**config.mk**
```make
export PLATFORM = sky130hd
export DESIGN_NAME = fec_lane_dist
export DESIGN_NICKNAME = d
export VERILOG_FILES = /design/src/rtl/fld_pkg.sv /design/src/rtl/fld_pos_cnt.sv /design/src/rtl/fld_mrk_gen.sv /design/src/rtl/fld_seq.sv /design/src/rtl/fec_lane_dist.sv
export SDC_FILE = /design/constraint.sdc
export NUM_CORES = 1
export LEC_CHECK = 0
export BUFFER_PORTS_ARGS = -buffer_cell sky130_fd_sc_hd__buf_2
export CORE_MARGIN = 1.5
export CORE_UTILIZATION = 32
export DETAILED_ROUTE_END_ITERATION = 12
export GPL_ROUTABILITY_DRIVEN = 0
export GPL_TIMING_DRIVEN = 0
export HOLD_SLACK_MARGIN = 0.15
export SLEW_MARGIN = 20
export SYNTH_ARGS = -nofsm -noshare
export SYNTH_HDL_FRONTEND = slang
export SYNTH_SLANG_ARGS = --single-unit
```
**constraint.sdc**
```tcl
create_clock -name clk -period 9.8 [get_ports clk]
set_input_delay 2.45 -clock clk [delete_from_list [all_inputs] [get_ports clk]]
set_output_delay 2.45 -clock clk [all_outputs]
set_load 0.05 [all_outputs]
```
**src/rtl/fld_pkg.sv**
```systemverilog
// Shared types and helpers for the FEC lane distributor.
// Assumes: nothing beyond IEEE 1800-2017 constant functions.
package fld_pkg;

    // Emission mode of the distributor.
    typedef enum logic {
        ST_MRK  = 1'b0,
        ST_DATA = 1'b1
    } fld_state_e;

    // Index width for a counter holding 0..n-1, at least one bit.
    function automatic int unsigned fld_idx_w(input int unsigned n);
        return (n <= 1) ? 1 : $clog2(n);
    endfunction

endpackage

```
**src/rtl/fld_pos_cnt.sv**
```systemverilog
// Tracks the position of the next symbol inside its codeword, the lane it
// goes to and the number of codewords seen in the current marker period.
// Assumes: CW_SYMS is a multiple of LANES; a start flag forces position 0.
module fld_pos_cnt
    import fld_pkg::*;
#(
    parameter int unsigned LANES   = 4,
    parameter int unsigned CW_SYMS = 528,
    parameter int unsigned PERIOD  = 4096,
    localparam int unsigned LANE_W = fld_idx_w(LANES)
) (
    input  logic              clk,
    input  logic              rst_n,
    input  logic              take,
    input  logic              sof,
    output logic [LANE_W-1:0] lane,
    output logic              period_end
);
    localparam int unsigned POS_W = fld_idx_w(CW_SYMS);
    localparam int unsigned CW_W  = fld_idx_w(PERIOD);

    logic [POS_W-1:0]  pos_q, pos_eff;
    logic [LANE_W-1:0] lane_q, lane_eff, lane_nx;
    logic [CW_W-1:0]   cw_q;
    logic              sym_last, cw_last;

    // Effective position of the symbol on the input this cycle.
    always_comb begin
        pos_eff  = sof ? '0 : pos_q;
        lane_eff = sof ? '0 : lane_q;
        sym_last = (pos_eff == POS_W'(CW_SYMS - 1));
        cw_last  = (cw_q == CW_W'(PERIOD - 1));
        lane_nx  = (lane_eff == LANE_W'(LANES - 1)) ? '0 : lane_eff + 1'b1;
    end

    assign lane       = lane_eff;
    assign period_end = take && sym_last && cw_last;

    // Advance symbol, lane and codeword counters on each accepted symbol.
    always_ff @(posedge clk) begin
        if (!rst_n) begin
            pos_q  <= '0;
            lane_q <= '0;
            cw_q   <= '0;
        end else if (take) begin
            pos_q  <= sym_last ? '0 : pos_eff + 1'b1;
            lane_q <= sym_last ? '0 : lane_nx;
            if (sym_last) begin
                cw_q <= cw_last ? '0 : cw_q + 1'b1;
            end
        end
    end

endmodule

```
**src/rtl/fld_mrk_gen.sv**
```systemverilog
// Steps through the alignment marker group one symbol per enabled cycle,
// dealing symbols to lanes in rotation, each lane's slice MSB symbol first.
// Assumes: MRK_BITS divides evenly into LANES slices of whole symbols.
module fld_mrk_gen
    import fld_pkg::*;
#(
    parameter int unsigned       LANES    = 4,
    parameter int unsigned       SYM_W    = 10,
    parameter int unsigned       MRK_BITS = 320,
    parameter logic [MRK_BITS-1:0] MRK_PAT = '0,
    localparam int unsigned      LANE_W   = fld_idx_w(LANES)
) (
    input  logic              clk,
    input  logic              rst_n,
    input  logic              en,
    output logic [LANE_W-1:0] mlane,
    output logic [SYM_W-1:0]  msym,
    output logic              mlast
);
    localparam int unsigned LANE_BITS = MRK_BITS / LANES;
    localparam int unsigned SPL       = LANE_BITS / SYM_W;
    localparam int unsigned TOT       = SPL * LANES;
    localparam int unsigned IDX_W     = fld_idx_w(TOT);
    localparam int unsigned SLOT_W    = fld_idx_w(SPL);

    logic [SYM_W-1:0]  tbl [LANES][SPL];
    logic [IDX_W-1:0]  idx_q;
    logic [SLOT_W-1:0] slot;

    // Slice the pattern into per-lane symbol tables.
    for (genvar l = 0; l < LANES; l++) begin : g_lane
        for (genvar s = 0; s < SPL; s++) begin : g_slot
            assign tbl[l][s] = MRK_PAT[l*LANE_BITS + LANE_BITS - 1 - s*SYM_W -: SYM_W];
        end
    end

    // Map the running index to lane and slot.
    always_comb begin
        mlane = LANE_W'(idx_q % IDX_W'(LANES));
        slot  = SLOT_W'(idx_q / IDX_W'(LANES));
        msym  = tbl[mlane][slot];
        mlast = (idx_q == IDX_W'(TOT - 1));
    end

    // Step the marker index while the group is being sent.
    always_ff @(posedge clk) begin
        if (!rst_n) begin
            idx_q <= '0;
        end else if (en) begin
            idx_q <= mlast ? '0 : idx_q + 1'b1;
        end
    end

endmodule

```
**src/rtl/fld_seq.sv**
```systemverilog
// Chooses between marker emission and data acceptance.
// Assumes: starts in marker mode so a marker precedes the first codeword.
module fld_seq
    import fld_pkg::*;
(
    input  logic       clk,
    input  logic       rst_n,
    input  logic       mlast,
    input  logic       period_end,
    output fld_state_e state
);
    // Switch mode at the end of a marker group or of a period.
    always_ff @(posedge clk) begin
        if (!rst_n) begin
            state <= ST_MRK;
        end else begin
            case (state)
                ST_MRK:  if (mlast)      state <= ST_DATA;
                default: if (period_end) state <= ST_MRK;
            endcase
        end
    end

endmodule

```
**src/rtl/fec_lane_dist.sv**
```systemverilog
// Distributes encoded RS symbols over FEC lanes with a periodic alignment
// marker group placed before codeword 0 of each period.
// Assumes: LANES >= 2, CW_SYMS multiple of LANES, MRK_BITS multiple of
// LANES*SYM_W. Input is held off while the marker is sent.
module fec_lane_dist
    import fld_pkg::*;
#(
    parameter int unsigned         SYM_W    = 10,
    parameter int unsigned         LANES    = 4,
    parameter int unsigned         CW_SYMS  = 528,
    parameter int unsigned         PERIOD   = 4096,
    parameter int unsigned         MRK_BITS = 320,
    parameter logic [MRK_BITS-1:0] MRK_PAT  = {80'hC1A5_0F3C_96E1_7B2D_48F0,
                                               80'h5AA5_3C3C_0FF0_9669_1248,
                                               80'h2E71_D38B_64A9_F10C_57BE,
                                               80'h8D4B_16E2_A03F_C975_2C61}
) (
    input  logic                   clk,
    input  logic                   rst_n,
    input  logic                   sym_vld,
    input  logic                   sym_sof,
    input  logic [SYM_W-1:0]       sym_dat,
    output logic                   sym_rdy,
    output logic [LANES-1:0]       lane_vld,
    output logic [LANES*SYM_W-1:0] lane_dat,
    output logic                   lane_mrk
);
    localparam int unsigned LANE_W = fld_idx_w(LANES);

    fld_state_e        state;
    logic              take, in_mrk, mlast, period_end;
    logic [LANE_W-1:0] dlane, mlane;
    logic [SYM_W-1:0]  msym;

    assign in_mrk  = (state == ST_MRK);
    assign sym_rdy = (state == ST_DATA);
    assign take    = sym_vld && sym_rdy;

    fld_pos_cnt #(.LANES(LANES), .CW_SYMS(CW_SYMS), .PERIOD(PERIOD)) u_pos (
        .clk(clk), .rst_n(rst_n), .take(take), .sof(sym_sof),
        .lane(dlane), .period_end(period_end)
    );

    fld_mrk_gen #(.LANES(LANES), .SYM_W(SYM_W), .MRK_BITS(MRK_BITS), .MRK_PAT(MRK_PAT)) u_mrk (
        .clk(clk), .rst_n(rst_n), .en(in_mrk),
        .mlane(mlane), .msym(msym), .mlast(mlast)
    );

    fld_seq u_seq (
        .clk(clk), .rst_n(rst_n), .mlast(mlast),
        .period_end(period_end), .state(state)
    );

    // Register one marker or data symbol onto its lane per cycle.
    always_ff @(posedge clk) begin
        if (!rst_n) begin
            lane_vld <= '0;
            lane_dat <= '0;
            lane_mrk <= 1'b0;
        end else begin
            lane_vld <= '0;
            lane_mrk <= 1'b0;
            if (in_mrk) begin
                lane_vld[mlane]                <= 1'b1;
                lane_dat[mlane*SYM_W +: SYM_W] <= msym;
                lane_mrk                       <= 1'b1;
            end else if (take) begin
                lane_vld[dlane]                <= 1'b1;
                lane_dat[dlane*SYM_W +: SYM_W] <= sym_dat;
            end
        end
    end

endmodule

```
==> results.yml, run 1 <==
grt:
  antenna_found_initial: 0
  grtUsageTotal_pct: 22.7
  grt_max_degree: 16
  overflow: 0
  grt_pass1_wl_mm: 32.5
  grt_pass1_vias: 5790
placement:
  dp_hpwl_mm: 16.1
  place_area_um2: 6390
  dp.cells: 1042
  port-buffer-count: 58
drt:
  drc: 0
  dr.pass1.iters: 6
  via_per_inst: 6.09
  avgRoutedWirePerCell_um: 20.5
  drtIter0Drc: 932
  num_vias: 6438
  postRouteAntennaNets: 0
  finalWirelength_mm: 21.7
die:
  die_h_um: 138
  ios: 60
  initial_utilization_pct: 32.5
  rows: 49
  coreArea_um2: 17900
  die_w_um: 138
  die_area_um2: 19000
critical_path:
  cp_max_fo: 10
  arrival_ns: 6.10
  crit_chain: "buf_2 -> clkbuf_1 -> clkbuf_1 -> nand2b_1 -> ha_1 -> clkbuf_1 -> clkbuf_1 -> mux2i_1 -> o21ai_0 -> a22oi_1 -> o21ai_0 -> o211ai_1 -> o21ai_0"
  cp.required_ns: 10.07
  cp-start-kind: "input pin"
  slowest_delay_ns: 0.74
  cpMostUsedCell: "clkbuf_1"
  worst_path_max_delay_cell: "o21ai_0"
  critPathBufInv: 5
  timing_worst_setup_path_type: "input pin to register"
  cp_top_family: "compound AO/OA/AOI/OAI gates"
  end_kind: "register"
sta:
  period_share_pct: 59.5
  timing.slew.headroom_pct: 35.9
  fin_worst_skew_ns: 0.00871
  fin_crit_ns: 5.83
  fmax_mhz: 171
  setup_viol_count_final: 0
  hold_viol: 0
  rsz0062_at_grt: "false"
  tns_ns: 0
  drv_slew: 0
  tightest_slew_ns: 0.953
job:
  cap_violations: 0
yosys:
  syn_inst: 755
  synthTopCellsByCount: "o21ai_0 (79), dfxtp_1 (75), nand2_1 (64)"
  synth-simple-area-share_pct: 26.8
  synth_mux_area_share_pct: 8.46
  synth_compound_area_share_pct: 27.4
  mappedNetlistArea_um2: 5810
  ys_seq_area_share_pct: 25.8
  syn_avg_cell_area_um2: 7.70
  syn-num-nets: 790
  synth_top_family_by_area: "compound AO/OA/AOI/OAI gates"
  ys.flop_type: "dfxtp_1"
  async_reset_ff_share_pct: 0
  synthTopCellsByArea: "dfxtp_1 (26%), o21ai_0 (6.8%), ha_1 (4.5%)"
  synth_warnings: 0
  synth_edf_count: 0
  yosysTopAreaCell: "dfxtp_1"
  synthXorXnorAreaFrac_pct: 1.36
  synth_top_area_share_pct: 25.8
  synth-adder-area-share_pct: 4.52
  ys_ff_latch: 75
  yosysUniqueCellTypes: 74
  synth.most_common_cell: "o21ai_0"
clock_network:
  cts.path.max_buffers: 2
  cts_made_buffers: 9
  numClockSinks: 75
  ctsHoldBuffers: 0
  post_cts_resized: 0
  htreeDepth: 3
  post-cts-setup-buffers: 0
  clk_latency_ns: 0.35
  cts_tree: "yes"
  clk_pin_slew_ns: 0.06
  cts_root_buf: "clkbuf_16"
worst_hold_path:
  min_path_type: "register to register"
power:
  intPower_uw: 622
  power.switching_uw: 354
  power_density_nw_per_um2: 145
  p_comb_share_pct: 27.7
  p_seq_share_pct: 34.1
  swShare_pct: 36.2
  clkPwrFrac_pct: 38.2
  p_leak_uw: 0.00250
  vdd_ir_drop_max_mv: 0.0929
cells_and_area:
  fill_cells: 1925
  final_cells: 1058
  seq_area_um2: 1500
  area_delta_synth_final_pct: 15.7
  final_area_um2: 6720
  antennaDiodeCount: 0
  final_nets: 859
  drive_gt1_share_pct: 14.0
  multi_input_area_um2: 4000
status:
  status: "completed"
[power by group through the flow]
stage | clock network (uW) | logic (uW) | registers [uW]
after floorplan | 0 | 134 | 385
after global placement | 0 | 262 | 340
after detailed placement | 0 | 261 | 339
after CTS | 375 | 262 | 332
after global routing | 386 | 284 | 334
final | 372 | 270 | 333
[state kept, by name (all words and copies together), names as in the netlist]
name,cells
lane_dat,40
lane_mrk,1
lane_vld,4
u_mrk.idx_q,5
u_pos.cw_q,12
u_pos.lane_q,2
u_pos.pos_q,10
u_seq.state,1
[cell usage in the layout, fill, tap and decap left out, drive strengths merged, types with 4 or more instances in the layout]
cell and instances:
xor2 5, nor2b 26, a31oi 21, nor4 9
a21boi 8, a32oi 4, o31ai 10, dfxtp 75
and2 19, clkbuf 48, o21ai 84, inv 17
nand3b 4, nor3 19, nor2 44, and3 8
a21oi 40, nor4bb 4, mux2 7, a22oi 7
o22ai 10, clkinv 4, a21o 5, nand3 31
nand2b 22, a211oi 10, mux4 9, mux2i 21
ha 21, o21a 4, nand4 8, buf 75
xnor2 4, a221oi 6, o211ai 13, nand2 64
or3 10
[metrics by stage]
stage	setup WS (ns)	hold slack, ns	total power, uW	util (%)
6_report	3.97	0.485	976	37.6
5_1_grt	3.80	0.504	1000	37.6
4_1_cts	4.12	0.488	969	37.5
3_5_place_dp	3.81	0.469	600	35.7
3_3_place_gp	3.81	0.469	602	35.7
2_1_floorplan	4.89	0.432	519	-
[logic make-up (layout without fill, tap and decap cells)]
group | after synthesis | count (layout)
compound gates | 250 | 250
xor+xnor | 9 | 9
fa+ha+maj | 21 | 21
buf+inv | 73 | 147
flops | 75 | 75
mux | 37 | 37
simple gates | 290 | 290
[final cells by class]
class,instances,area share [%]
clock inverters,7,1.47
plain buffers,56,3.83
multi-input cells,607,59.5
flip-flops and latches,75,22.3
repair buffers,58,4.32
well taps,229,4.26
clock buffers,9,3.35
inverters,17,0.986
[metal layers]
layer | GRT usage (%) | share of wire [%] | routed length [um] | vias to the layer above
met5 | 0 | 0 | 0 | -
met4 | 11.2 | 4.6 | 993 | 0
met3 | 4.71 | 9.9 | 2140 | 83
met2 | 33.6 | 42 | 9050 | 380
met1 | 31.1 | 44 | 9480 | 3015
li1 | - | - | - | 2960
[path summary, 6_finish.rpt]
path	startpoint	endpoint	slack (ns)	cells past startpoint
setup / recovery	sym_sof	lane_dat[28]	3.97	13
hold / removal	u_pos.pos_q[8]	u_pos.pos_q[8]	0.48	1
setup reg to reg	u_mrk.idx_q[0]	lane_dat[28]	5.51	11
hold reg to reg	u_pos.pos_q[8]	u_pos.pos_q[8]	0.48	1
(Power assumes the default switching activity.)
==> run 2: changes to the inputs <==
==> constraint.sdc (replaced) <==
create_clock -name clk -period 4.96 [get_ports clk]
set_input_delay 1.24 -clock clk [delete_from_list [all_inputs] [get_ports clk]]
set_output_delay 1.24 -clock clk [all_outputs]
set_load 0.05 [all_outputs]
==> results.yml, run 2 (same netlist as run 1, synthesis figures left out) <==
clock_network:
  cts.path.max_buffers: 2
  cts_made_buffers: 9
  clk_pin_slew_ns: 0.06
  cts_root_buf: "clkbuf_16"
  ctsHoldBuffers: 0
  post-cts-setup-buffers: 0
  post_cts_resized: 0
  htreeDepth: 3
  numClockSinks: 75
  clk_latency_ns: 0.35
  cts_tree: "yes"
drt:
  dr.pass1.iters: 6
  drtIter0Drc: 851
  avgRoutedWirePerCell_um: 20.6
  finalWirelength_mm: 21.8
  postRouteAntennaNets: 0
  drc: 0
  num_vias: 6472
  via_per_inst: 6.12
placement:
  dp_hpwl_mm: 16.1
  port-buffer-count: 58
  dp.cells: 1042
grt:
  grt_pass1_wl_mm: 32.5
  antenna_found_initial: 0
  grtUsageTotal_pct: 22.7
  grt_max_degree: 16
  overflow: 0
  grt_pass1_vias: 5778
cells_and_area:
  final_cells: 1058
  biggestRegsByFlops: "lane_dat x40, u_pos.cw_q x12, u_pos.pos_q x10"
  largest_reg_flops: 40
  antennaDiodeCount: 0
  fill_cells: 1925
  final_common_cell: "o21ai_0"
  final_nets: 859
  area_delta_synth_final_pct: 15.7
  layout_common_cells: "o21ai_0 (79), dfxtp_1 (75), nand2_1 (64), buf_2 (63), nor2_1 (44)"
  drive_gt1_share_pct: 14.0
  regMostFlops: "lane_dat"
sta:
  setup_viol_count_final: 0
  fmax_mhz: 218
  tightest_slew_ns: 0.922
  fin_worst_skew_ns: 0.00682
  tns_ns: 0
  period_share_pct: 92.6
  drv_slew: 0
  rsz0062_at_grt: "false"
  fin_crit_ns: 4.59
  timing.slew.headroom_pct: 37.7
  hold_viol: 0
worst_hold_path:
  min_to: "u_pos.pos_q[8]"
  min_delay_path_depth: 1
  hp-start: "u_pos.pos_q[8]"
  min_path_type: "register to register"
critical_path:
  cp_max_fo: 10
  arrival_ns: 4.86
  regToRegStartpoint: "u_mrk.idx_q[0]"
  cp-start-kind: "input pin"
  r2r_end: "lane_dat[31]"
  reg2reg_depth: 9
  ff2ff_setup_slack_ns: 0.71
  end_kind: "register"
  cp.required_ns: 5.23
  timing_worst_setup_path_type: "input pin to register"
die:
  die_area_um2: 19000
  ios: 60
  coreArea_um2: 17900
  rows: 49
  die_h_um: 138
  initial_utilization_pct: 32.5
  die_w_um: 138
power:
  vdd_ir_drop_max_mv: 0.183
  p_leak_uw: 0.00250
  power_density_nw_per_um2: 287
status:
  status: "completed"
job:
  cap_violations: 0
## run 2: cell counts in the layout (fill, tap and decap cells not counted)
No cell type changed its count.
## run 2: critical path: stages
cell and delay (ns):
buf_2 0.11, clkbuf_1 0.33, clkbuf_1 0.38, nand2b_1 0.28
ha_1 0.15, clkbuf_1 0.28, clkbuf_1 0.40, mux2i_1 0.13
o21ai_0 0.71, a22oi_1 0.39, o21ai_0 0.24, o211ai_1 0.11
o21ai_0 0.12
## run 2: power breakdown
group,leakage (uW),switching [uW],total [uW],internal (uW)
clock,0.000156,291,735,444
combinational,0.00173,383,535,152
sequential,0.000611,24.5,657,633
total,0.00250,698,1930,1230
## run 2: worst max path at each step
stage,start,end,depth (start not counted)
final,sym_sof,lane_dat[28],13
after global routing,sym_sof,lane_dat[12],13
after CTS,sym_sof,lane_dat[28],13
after detailed placement,sym_sof,lane_dat[28],13
after global placement,sym_sof,lane_dat[28],13
after floorplan,sym_sof,lane_dat[25],11
## run 2: routing by layer
| layer | wire length (um) | part of all wire, % | up-vias | track usage [%] |
|---|---|---|---|---|
| met3 | 2270 | 10 | 90 | 5.63 |
| li1 | - | - | 2965 | - |
| met5 | 0 | 0 | - | 0 |
| met1 | 9370 | 43 | 3024 | 31.0 |
| met4 | 952 | 4.4 | 0 | 10.0 |
| met2 | 9170 | 42 | 393 | 33.6 |
## run 2: final cells by class
class	count	area, um^2	area share, %
multi-input cells	607	4000	59.5
flip-flops and latches	75	1500	22.3
repair buffers	58	290	4.32
well taps	229	287	4.26
plain buffers	56	258	3.83
clock buffers	9	225	3.35
clock inverters	7	98.8	1.47
inverters	17	66.3	0.986
## run 2: per-stage QoR
| stage | worst slack, ns | power (uW) | utilization (%) | cell area (um^2) | hold slack (ns) |
|---|---|---|---|---|---|
| 3_5_place_dp | 0.178 | 1190 | 35.7 | 6390 | 0.469 |
| 6_report | 0.366 | 1930 | 37.6 | 6720 | 0.485 |
| 3_3_place_gp | 0.179 | 1190 | 35.7 | 6390 | 0.469 |
| 4_1_cts | 0.491 | 1920 | 37.5 | 6710 | 0.488 |
| 5_1_grt | 0.172 | 1990 | 37.6 | 6720 | 0.504 |
| 2_1_floorplan | 1.26 | 1030 | - | 5810 | 0.432 |
